===== config.mk =====
export PLATFORM = sky130hd
export DESIGN_NAME = affine_triplet_builder
export DESIGN_NICKNAME = d
export VERILOG_FILES = /design/src/rtl/affine_cand_pkg.sv /design/src/rtl/affine_cost_unit.sv /design/src/rtl/affine_combo_iter.sv /design/src/rtl/affine_triplet_builder.sv
export SDC_FILE = /design/constraint.sdc
export NUM_CORES = 2
export LEC_CHECK = 0
export ABC_AREA = 1
export BUFFER_PORTS_ARGS = -buffer_cell sky130_fd_sc_hd__buf_4
export CAP_MARGIN = 10
export CORE_UTILIZATION = 40
export CTS_CLUSTER_SIZE = 14
export DETAILED_ROUTE_END_ITERATION = 7
export PLACE_DENSITY_LB_ADDON = 0.12
export SLEW_MARGIN = 20
export SYNTH_ARGS = -nofsm -noshare
export SYNTH_HDL_FRONTEND = slang
export SYNTH_HIERARCHICAL = 1
export SYNTH_SLANG_ARGS = --single-unit

===== constraint.sdc =====
create_clock -name clk -period 32.6 [get_ports clk]
set_clock_uncertainty 0.2 [all_clocks]
set_input_delay 1.63 -clock clk [delete_from_list [all_inputs] [get_ports clk]]
set_output_delay 1.63 -clock clk [all_outputs]
set_load 0.05 [all_outputs]

===== src/rtl/affine_cand_pkg.sv =====
package affine_cand_pkg;

    typedef enum logic [1:0] {
        ST_IDLE = 2'd0,
        ST_SCAN = 2'd1,
        ST_DONE = 2'd2
    } build_state_t;

    localparam logic [1:0] SIZE_CODE_BAD = 2'd3;

endpackage


===== src/rtl/affine_cost_unit.sv =====
// Extrapolates the third control-point vector from the first two and
// returns the squared distance to the supplied third vector.
module affine_cost_unit #(
    parameter  int MV_W   = 16,
    localparam int EW     = MV_W + 5,
    localparam int COST_W = 2 * EW + 1
) (
    input  logic signed [MV_W-1:0] s0_h,
    input  logic signed [MV_W-1:0] s0_v,
    input  logic signed [MV_W-1:0] s1_h,
    input  logic signed [MV_W-1:0] s1_v,
    input  logic signed [MV_W-1:0] s2_h,
    input  logic signed [MV_W-1:0] s2_v,
    input  logic signed [2:0]      ratio_sh,   // log2(h/w), -2..2
    output logic [COST_W-1:0]      cost
);
    logic signed [EW-1:0]   d_h, d_v, sc_h, sc_v, pr_h, pr_v, e_h, e_v;
    logic        [1:0]      rsh_mag;
    logic signed [2*EW-1:0] q_h, q_v;

    always_comb begin
        d_h     = EW'(s1_h) - EW'(s0_h);
        d_v     = EW'(s1_v) - EW'(s0_v);
        rsh_mag = 2'(-ratio_sh);
        if (!ratio_sh[2]) begin
            sc_h = d_h <<< ratio_sh[1:0];
            sc_v = d_v <<< ratio_sh[1:0];
        end else begin
            // arithmetic right shift floors toward minus infinity
            sc_h = d_h >>> rsh_mag;
            sc_v = d_v >>> rsh_mag;
        end
        pr_h = EW'(s0_h) - sc_v;
        pr_v = EW'(s0_v) + sc_h;
        e_h  = EW'(s2_h) - pr_h;
        e_v  = EW'(s2_v) - pr_v;
        q_h  = e_h * e_h;
        q_v  = e_v * e_v;
        cost = COST_W'($unsigned(q_h)) + COST_W'($unsigned(q_v));
    end

endmodule


===== src/rtl/affine_combo_iter.sv =====
// Nested index walker: group-zero index outermost, group-two innermost.
module affine_combo_iter #(
    parameter  int N0 = 3,
    parameter  int N1 = 2,
    parameter  int N2 = 2,
    localparam int W0 = (N0 > 1) ? $clog2(N0) : 1,
    localparam int W1 = (N1 > 1) ? $clog2(N1) : 1,
    localparam int W2 = (N2 > 1) ? $clog2(N2) : 1
) (
    input  logic          clk,
    input  logic          rst_n,
    input  logic          clear,
    input  logic          step,
    output logic [W0-1:0] idx0,
    output logic [W1-1:0] idx1,
    output logic [W2-1:0] idx2,
    output logic          last
);
    logic end0, end1, end2;

    assign end0 = (idx0 == W0'(N0 - 1));
    assign end1 = (idx1 == W1'(N1 - 1));
    assign end2 = (idx2 == W2'(N2 - 1));
    assign last = end0 && end1 && end2;

    always_ff @(posedge clk or negedge rst_n) begin
        if (!rst_n) begin
            idx0 <= '0;
            idx1 <= '0;
            idx2 <= '0;
        end else if (clear) begin
            idx0 <= '0;
            idx1 <= '0;
            idx2 <= '0;
        end else if (step) begin
            if (!end2) begin
                idx2 <= idx2 + 1'b1;
            end else begin
                idx2 <= '0;
                if (!end1) begin
                    idx1 <= idx1 + 1'b1;
                end else begin
                    idx1 <= '0;
                    idx0 <= end0 ? '0 : idx0 + 1'b1;
                end
            end
        end
    end

endmodule


===== src/rtl/affine_triplet_builder.sv =====
module affine_triplet_builder
    import affine_cand_pkg::*;
#(
    parameter int MV_W = 16,
    parameter int G0   = 3,
    parameter int G1   = 2,
    parameter int G2   = 2
) (
    input  logic                   clk,
    input  logic                   rst_n,
    input  logic                   start,
    input  logic [G0+G1+G2-1:0]    nb_avail,
    input  logic [(G0+G1+G2)*MV_W-1:0] nb_mv_hor,
    input  logic [(G0+G1+G2)*MV_W-1:0] nb_mv_ver,
    input  logic [1:0]             cu_w_code,
    input  logic [1:0]             cu_h_code,
    output logic                   done,
    output logic                   valid,
    output logic [MV_W-1:0]        mvp0_hor,
    output logic [MV_W-1:0]        mvp0_ver,
    output logic [MV_W-1:0]        mvp1_hor,
    output logic [MV_W-1:0]        mvp1_ver,
    output logic [MV_W-1:0]        mvp2_hor,
    output logic [MV_W-1:0]        mvp2_ver
);
    localparam int NB     = G0 + G1 + G2;
    localparam int IW     = $clog2(NB);
    localparam int COST_W = 2 * (MV_W + 5) + 1;
    localparam int W0     = (G0 > 1) ? $clog2(G0) : 1;
    localparam int W1     = (G1 > 1) ? $clog2(G1) : 1;
    localparam int W2     = (G2 > 1) ? $clog2(G2) : 1;

    build_state_t state, state_nx;

    logic signed [MV_W-1:0] mvh_q [NB];
    logic signed [MV_W-1:0] mvv_q [NB];
    logic [NB-1:0]          avail_q;
    logic [1:0]             w_q, h_q;
    logic [COST_W-1:0]      best_cost;
    logic [IW-1:0]          bp0, bp1, bp2;
    logic                   found_q;

    // request qualification on live pins
    logic g0_any, g1_any, g2_any, codes_ok, launch_ok, accept;
    assign g0_any    = |nb_avail[G0-1:0];
    assign g1_any    = |nb_avail[G0+G1-1:G0];
    assign g2_any    = |nb_avail[NB-1:G0+G1];
    assign codes_ok  = (cu_w_code != SIZE_CODE_BAD) && (cu_h_code != SIZE_CODE_BAD);
    assign launch_ok = codes_ok && g0_any && g1_any && g2_any;
    assign accept    = (state == ST_IDLE) && start;

    // combination walker
    logic [W0-1:0] idx0;
    logic [W1-1:0] idx1;
    logic [W2-1:0] idx2;
    logic          walk_last, scanning;
    assign scanning = (state == ST_SCAN);

    affine_combo_iter #(.N0(G0), .N1(G1), .N2(G2)) u_iter (
        .clk   (clk),
        .rst_n (rst_n),
        .clear (accept),
        .step  (scanning),
        .idx0  (idx0),
        .idx1  (idx1),
        .idx2  (idx2),
        .last  (walk_last)
    );

    logic [IW-1:0] p0, p1, p2;
    logic          combo_ok;
    assign p0       = IW'(idx0);
    assign p1       = IW'(G0) + IW'(idx1);
    assign p2       = IW'(G0 + G1) + IW'(idx2);
    assign combo_ok = avail_q[p0] && avail_q[p1] && avail_q[p2];

    logic signed [2:0]  ratio_sh;
    logic [COST_W-1:0]  cand_cost;
    assign ratio_sh = $signed({1'b0, h_q}) - $signed({1'b0, w_q});

    affine_cost_unit #(.MV_W(MV_W)) u_cost (
        .s0_h     (mvh_q[p0]),
        .s0_v     (mvv_q[p0]),
        .s1_h     (mvh_q[p1]),
        .s1_v     (mvv_q[p1]),
        .s2_h     (mvh_q[p2]),
        .s2_v     (mvv_q[p2]),
        .ratio_sh (ratio_sh),
        .cost     (cand_cost)
    );

    // state register
    always_ff @(posedge clk or negedge rst_n) begin
        if (!rst_n) state <= ST_IDLE;
        else        state <= state_nx;
    end

    // next-state logic
    always_comb begin
        state_nx = state;
        unique case (state)
            ST_IDLE: if (start) state_nx = launch_ok ? ST_SCAN : ST_DONE;
            ST_SCAN: if (walk_last) state_nx = ST_DONE;
            ST_DONE: state_nx = ST_IDLE;
            default: state_nx = ST_IDLE;
        endcase
    end

    // capture and best-candidate tracking
    always_ff @(posedge clk or negedge rst_n) begin
        if (!rst_n) begin
            for (int i = 0; i < NB; i++) begin
                mvh_q[i] <= '0;
                mvv_q[i] <= '0;
            end
            avail_q   <= '0;
            w_q       <= '0;
            h_q       <= '0;
            best_cost <= '1;
            bp0       <= '0;
            bp1       <= '0;
            bp2       <= '0;
            found_q   <= 1'b0;
        end else if (accept) begin
            for (int i = 0; i < NB; i++) begin
                mvh_q[i] <= nb_mv_hor[i*MV_W +: MV_W];
                mvv_q[i] <= nb_mv_ver[i*MV_W +: MV_W];
            end
            avail_q   <= nb_avail;
            w_q       <= cu_w_code;
            h_q       <= cu_h_code;
            best_cost <= '1;
            found_q   <= 1'b0;
        end else if (scanning && combo_ok && (cand_cost < best_cost)) begin
            best_cost <= cand_cost;
            bp0       <= p0;
            bp1       <= p1;
            bp2       <= p2;
            found_q   <= 1'b1;
        end
    end

    // outputs
    always_comb begin
        done     = (state == ST_DONE);
        valid    = found_q;
        mvp0_hor = found_q ? mvh_q[bp0] : '0;
        mvp0_ver = found_q ? mvv_q[bp0] : '0;
        mvp1_hor = found_q ? mvh_q[bp1] : '0;
        mvp1_ver = found_q ? mvv_q[bp1] : '0;
        mvp2_hor = found_q ? mvh_q[bp2] : '0;
        mvp2_ver = found_q ? mvv_q[bp2] : '0;
    end

endmodule


# After elaboration in Yosys (flattened, before gate mapping)

Cells that the tools add are included.

Flip-flop bits (word level): 293
Latch bits: 0
Bits in writable memories: 0
Memory bits (read-only): 0
Output and inout port bits: 98
Logic and storage cells: 163
Memories: 0

Add/sub/neg operators: 14
Multipliers: 2
Divide/modulo/power cells: 0
$lt $le $gt $ge: 10
Equality and inequality tests: 7
Shift operators: 4
Multiplexer cells: 70
Bitwise operators: 7
Reductions and logical operators: 23

Operators by type and width:

| kind                                                                 | count |
|---|---|
| 16-bit binary-select mux with 3-bit select                           | 12 |
| 16-bit 2-to-1 mux                                                    | 30 |
| 43-bit 2-to-1 mux                                                    | 2 |
| 21-bit by 21-bit multiplier with 42-bit output                       | 2 |
| 16-bit by 21-bit subtractor with 21-bit output                       | 3 |
| 42-bit by 42-bit adder with 43-bit output                            | 1 |
| 43-bit < comparator                                                  | 1 |
| 21-bit 2-to-1 mux                                                    | 2 |
| 21-bit by 2-bit <<< shifter with 21-bit output                       | 2 |
| 21-bit by 2-bit >>> shifter with 21-bit output                       | 2 |
| 16-bit by 16-bit subtractor with 17-bit output                       | 2 |
| 4-bit greater-or-equal comparator, second input constant             | 6 |
| 16-bit by 21-bit adder with 21-bit output                            | 1 |
| 2-bit 2-to-1 mux                                                     | 8 |
| 3-bit NOT with 4-bit output                                          | 4 |
| 1-bit 2-to-1 mux                                                     | 12 |
| 1-bit logical AND                                                    | 11 |
| 3-bit by 4-bit < comparator with 1-bit output, second input constant | 2 |
| 2-bit NOT with 4-bit output                                          | 2 |
| 2-bit nonzero test                                                   | 4 |
| 1-bit binary-select mux with 3-bit select                            | 2 |
| 2-bit != test, second input constant                                 | 3 |
| 2-bit AND reduction                                                  | 3 |
| 2-bit == test, second input constant                                 | 2 |
| 16 further kinds                                                     | 18 |

# Depth between registers and ports, before layout

Depth after elaboration: 16
Gate-level depth with buffers: 85
Mapped depth without buffers: 81

# Cells and area by module

The synthesis kept the hierarchy.

By module, submodules not included:

| module                 | instances | cells an instance | area each (um^2) | seq. area each (um^2) |
|---|---|---|---|---|
| affine_cost_unit       | 1         | 4880              | 38391.8          | 0.0 |
| affine_triplet_builder | 1         | 2523              | 17729.5          | 7260.7 |
| affine_combo_iter      | 1         | 24                | 188.9            | 100.1 |

# Least setup slack after synthesis

OpenSTA, ideal clock, no wires.

Path kind: reg-to-reg
Start point: register u_iter.idx0[0]
End point: register best_cost[24]
Data arrival time: 13148 ps
Data required time: 32339 ps
Slack: 19190 ps
Stages on the path, launching flop included: 74
Clock period less this slack: 13410 ps
Cell sequence: dfrtp_1 -> buf_6 -> clkinv_4 -> clkbuf_1 -> clkbuf_1 -> nand2_1 -> a21oi_1 -> inv_1 -> ha_1 -> nand2_1 -> o21ai_0 -> nand3_1 -> nand3_1 -> nand2_1 -> nand2_1 -> nor2_1 -> nand3b_1 -> nand3_1 -> [38 not listed] -> nand3_1 -> nor4_1 -> nand2_1 -> o211ai_1 -> xor2_1 -> ha_1 -> nand2_1 -> nor2_2 -> nand2_1 -> nor2_1 -> nand2_1 -> nor2_1 -> nand2_1 -> nand3_2 -> buf_6 -> buf_8 -> nand3_2 -> nand2_1

Longest elaborated chain between the ends: 14
Elaborated cells on any way between the ends: 32
Classes of those cells: add/sub: 7; mul: 2; order compare: 1; shift: 4; mux: 12; bitwise: 1; reduce/logical: 5

Ends and longest elaborated chain:

| item                                                                                                               | RTL line                                                   | text |
|---|---|---|
| start, declared                                                                                                    | affine_combo_iter.sv:14                                    | `output logic [W0-1:0] idx0,` |
| start signal, assigned                                                                                             | affine_combo_iter.sv:44                                    | `idx0 <= end0 ? '0 : idx0 + 1'b1;` |
| 2-bit NOT with 4-bit output (implied by the code) (*)                                                              | affine_triplet_builder.sv:82, affine_triplet_builder.sv:83 |  |
| 16-bit binary-select mux with 3-bit select, on equally long branches                                               | affine_triplet_builder.sv:83, affine_triplet_builder.sv:82 |  |
| 16-bit 2-to-1 mux, on equally long branches (2 in a row)                                                           | affine_triplet_builder.sv:83, affine_triplet_builder.sv:82 |  |
| 16-bit by 16-bit subtractor with 17-bit output, on equally long branches                                           | affine_cost_unit.sv:23, affine_cost_unit.sv:22             |  |
| 21-bit by 2-bit <<< shifter with 21-bit output, or another cell as far along                                       | affine_cost_unit.sv:27                                     | `sc_v = d_v <<< ratio_sh[1:0];` |
| 21-bit 2-to-1 mux                                                                                                  | affine_cost_unit.sv:25                                     | `if (!ratio_sh[2]) begin` |
| 16-bit by 21-bit subtractor with 21-bit output / 16-bit by 21-bit adder with 21-bit output (equally long branches) | affine_cost_unit.sv:33, affine_cost_unit.sv:34             |  |
| 16-bit by 21-bit subtractor with 21-bit output, on equally long branches                                           | affine_cost_unit.sv:35, affine_cost_unit.sv:36             |  |
| 21-bit by 21-bit multiplier with 42-bit output, on equally long branches                                           | affine_cost_unit.sv:37, affine_cost_unit.sv:38             |  |
| 42-bit by 42-bit adder with 43-bit output (*)                                                                      | affine_cost_unit.sv:39                                     | `cost = COST_W'($unsigned(q_h)) + COST_W'($unsigned(q_v));` |
| net cand_cost[41]                                                                                                  | affine_triplet_builder.sv:78                               | `logic [COST_W-1:0] cand_cost;` |
| 43-bit < comparator (*)                                                                                            | affine_triplet_builder.sv:134                              | `end else if (scanning && combo_ok && (cand_cost < best_cost)) begin` |
| 1-bit logical AND (*)                                                                                              | affine_triplet_builder.sv:134                              |  |
| 2-bit nonzero test (no line) (*)                                                                                   | n/a                                                        |  |
| end signal, assigned                                                                                               | affine_triplet_builder.sv:135                              | `best_cost <= cand_cost;` |
| end, declared                                                                                                      | affine_triplet_builder.sv:39                               | `logic [COST_W-1:0] best_cost;` |

The timed path passes the listed nets; every way through them passes the cells marked *. The select of a mux whose other input is x is not followed.
A chain may end at the register's enable or synchronous reset.

# Worst setup path in the final report

Start point: register u_iter.idx0[0]
End point: register best_cost[0]

The elaborated chain is that of the path after synthesis.

==> results.json <==
{
  "critical_path.top_delay_family": "adder cells",
  "required_ps": 32900,
  "insertion_delay_ps": 580,
  "wire_per_inst_um": 20.4,
  "routabilityCongestion": 0.988,
  "wl_um": 194000,
  "synthFlopType": "dfrtp_1",
  "synth_enable_flop_cells": 0,
  "crit_path_start_kind": "flip-flop",
  "grt_pass1_vias": 50200,
  "synth-seq-cells": 292,
  "timing.rr.start": "u_iter/idx0[0]",
  "grt_use_total_pct": 27.5,
  "die_h_um": 377,
  "setup_violations": 0,
  "synth_cell_types": 68,
  "cts_setup_buffers": 0,
  "first_pass_iters": 7,
  "syn_inst": 7427,
  "holdCritStartpoint": "best_cost[19]",
  "final_hold_viol_count": 0,
  "cp_slowest_cell": "xor2_2",
  "synth_seq_area_share_pct": 13.1,
  "die_w_um": 377,
  "slew_violations": 0,
  "clockBufferDepth": 3,
  "vias": 49400,
  "row_count": 137,
  "path_buf_inv": 11,
  "grt_util_met1_pct": 38.7,
  "use_met2_pct": 45.3,
  "slowest_delay_ps": 890,
  "dp_slack_ps": 15220,
  "worst_slew_pin_slew_ps": 1110,
  "cts_inserted_buffers": 35,
  "drt_iter0_drc": 4004,
  "synthesis.area_um2": 56300,
  "ant_nets": 0,
  "multiInputGateArea_um2": 41800,
  "cpMostUsedCell": "nand2_1",
  "cp.arrival_ps": 17930,
  "grt_remaining_overflow": 0,
  "synth.avg_cell_area_um2": 7.58,
  "post_cts_resized": 0,
  "portBuffers": 335,
  "regArea_um2": 7370,
  "cts_hold_buf": 0,
  "end_kind": "flip-flop",
  "cts_root_buffer": "clkbuf_16",
  "clock-sinks": 292,
  "post-route-min-period_ps": 17620,
  "grt_busiest_layer": "met2",
  "start_util_pct": 40.4,
  "timing.final.crit_share_pct": 54.1,
  "grt_pass1_wl_um": 302000,
  "antenna_found_initial": 3,
  "maxSlewHeadroom_pct": 26.1,
  "dpl.hpwl_um": 156000,
  "finalSetupTns_ps": 0,
  "area_growth_pct": 9.58,
  "layout_setup_ws_ps": 14980,
  "fillers": 14600,
  "post-route-drc-count": 0,
  "cp_max_fo": 99,
  "path_clk_slew_ps": 70,
  "ys_async_sr_fraction_pct": 100,
  "num-nets-final": 9103,
  "worstSetupPathType": "flip-flop to flip-flop",
  "rsz0062_at_grt": "false",
  "drive_gt1_share_pct": 8.75,
  "viasPerCell": 5.20,
  "fp.coreArea_um2": 140000,
  "yosysWarnings": 6,
  "holdWs_ps": 271,
  "cp-startpoint": "u_iter/idx0[0]",
  "status": "finished, final reports clean",
  "max_freq_ghz": 0.0567,
  "drv_cap": 0,
  "grt_max_degree": 163,
  "die-area_um2": 142000,
  "cts.htree.levels": 2,
  "syn-num-nets": 8943,
  "grt_use_met3_pct": 2.84,
  "hold_path.class": "flip-flop to flip-flop",
  "cts_tree": "built",
  "pin_count": 336
}
[logic make-up after synthesis]
family                   synth area share [%]
flip-flops                               13.1
AO/OA/AOI/OAI                            12.8
adder cells (fa/ha/maj)                  40.1
XOR/XNOR                                 2.80
AND/OR/NAND/NOR                          18.4
buffers and inverters                    12.7
[placed cells by master, fill, tap and decap left out, types with 109 or more instances in the layout]
cell type	Yosys	layout
a21oi_1	506	506
buf_4	11	399
dfrtp_1	249	243
fa_1	881	881
ha_1	397	397
inv_1	1553	1551
nand2_1	1541	1540
nand3_1	243	243
nor2_1	547	546
o21ai_0	512	512
xor2_1	113	109
[metrics by stage]
step / area, um^2 / utilization, % / cells
after CTS: 61700 / 44.2 / 9489
after floorplan: 56300 / - / 7427
after detailed placement: 60500 / 43.4 / 9426
after global routing: 61700 / 44.2 / 9490
after global placement: 60500 / 43.4 / 9426
final: 61700 / 44.2 / 9493
[tightest hold or removal path, stage by stage, from the launching register on]
cell     delay (ps)
dfstp_2         370
nand3_2          60
nand2_1          40
[cell type report]
type	instances	share of cell area [%]
multi-input combinational	5276	67.8
clock inverter	13	0.274
inverter	1581	9.64
sequential	292	11.9
timing repair buffer	401	4.91
clock buffer	50	1.63
antenna	4	0.0162
tap	1876	3.80
[flip-flops by register name (all words and copies together) (netlist names), 2 cells and up]
| register | cells |
|---|---|
| avail_q | 7 |
| best_cost | 43 |
| bp0 | 2 |
| bp1 | 2 |
| bp2 | 3 |
| h_q | 2 |
| mvh_q | 112 |
| mvv_q | 112 |
| state | 2 |
| u_iter/idx0 | 2 |
| w_q | 2 |
[synthesized netlist by cell type (all sizes together), types with 60 or more instances]
cell type / count / area [um^2]
or2: 66 / 413
xor2: 115 / 1030
buf: 99 / 568
nand2: 1557 / 5890
inv: 1570 / 5890
nor2: 560 / 2160
a21oi: 508 / 2550
clkbuf: 179 / 672
o211ai: 74 / 561
dfrtp: 249 / 6230
fa: 881 / 17600
ha: 397 / 4970
o21ai: 531 / 2680
xnor2: 60 / 541
nand3: 267 / 1460
[layer usage]
layer  part of all wire (%)  vias to the layer above
li1                       -                    23200
met1                     45                    24400
met2                     47                     1568
met3                    5.4                      235
met4                    2.7                        2
met5                 0.0067                        -
[final timing paths]
kind / end / slack (ps) / depth (start not counted)
max in group asynchronous: bp0[0] / 29920 / 2
worst max-delay path: best_cost[0] / 14980 / 60
min in group asynchronous: mvv_q[33] / 830 / 1
worst max register to register: best_cost[0] / 14980 / 60
worst min-delay path: best_cost[19] / 270 / 2
worst min register to register: best_cost[19] / 270 / 2
Power is left out: the tool's default activity adds up to more than one toggle a clock period on the data nets, which glitch-free logic cannot reach.
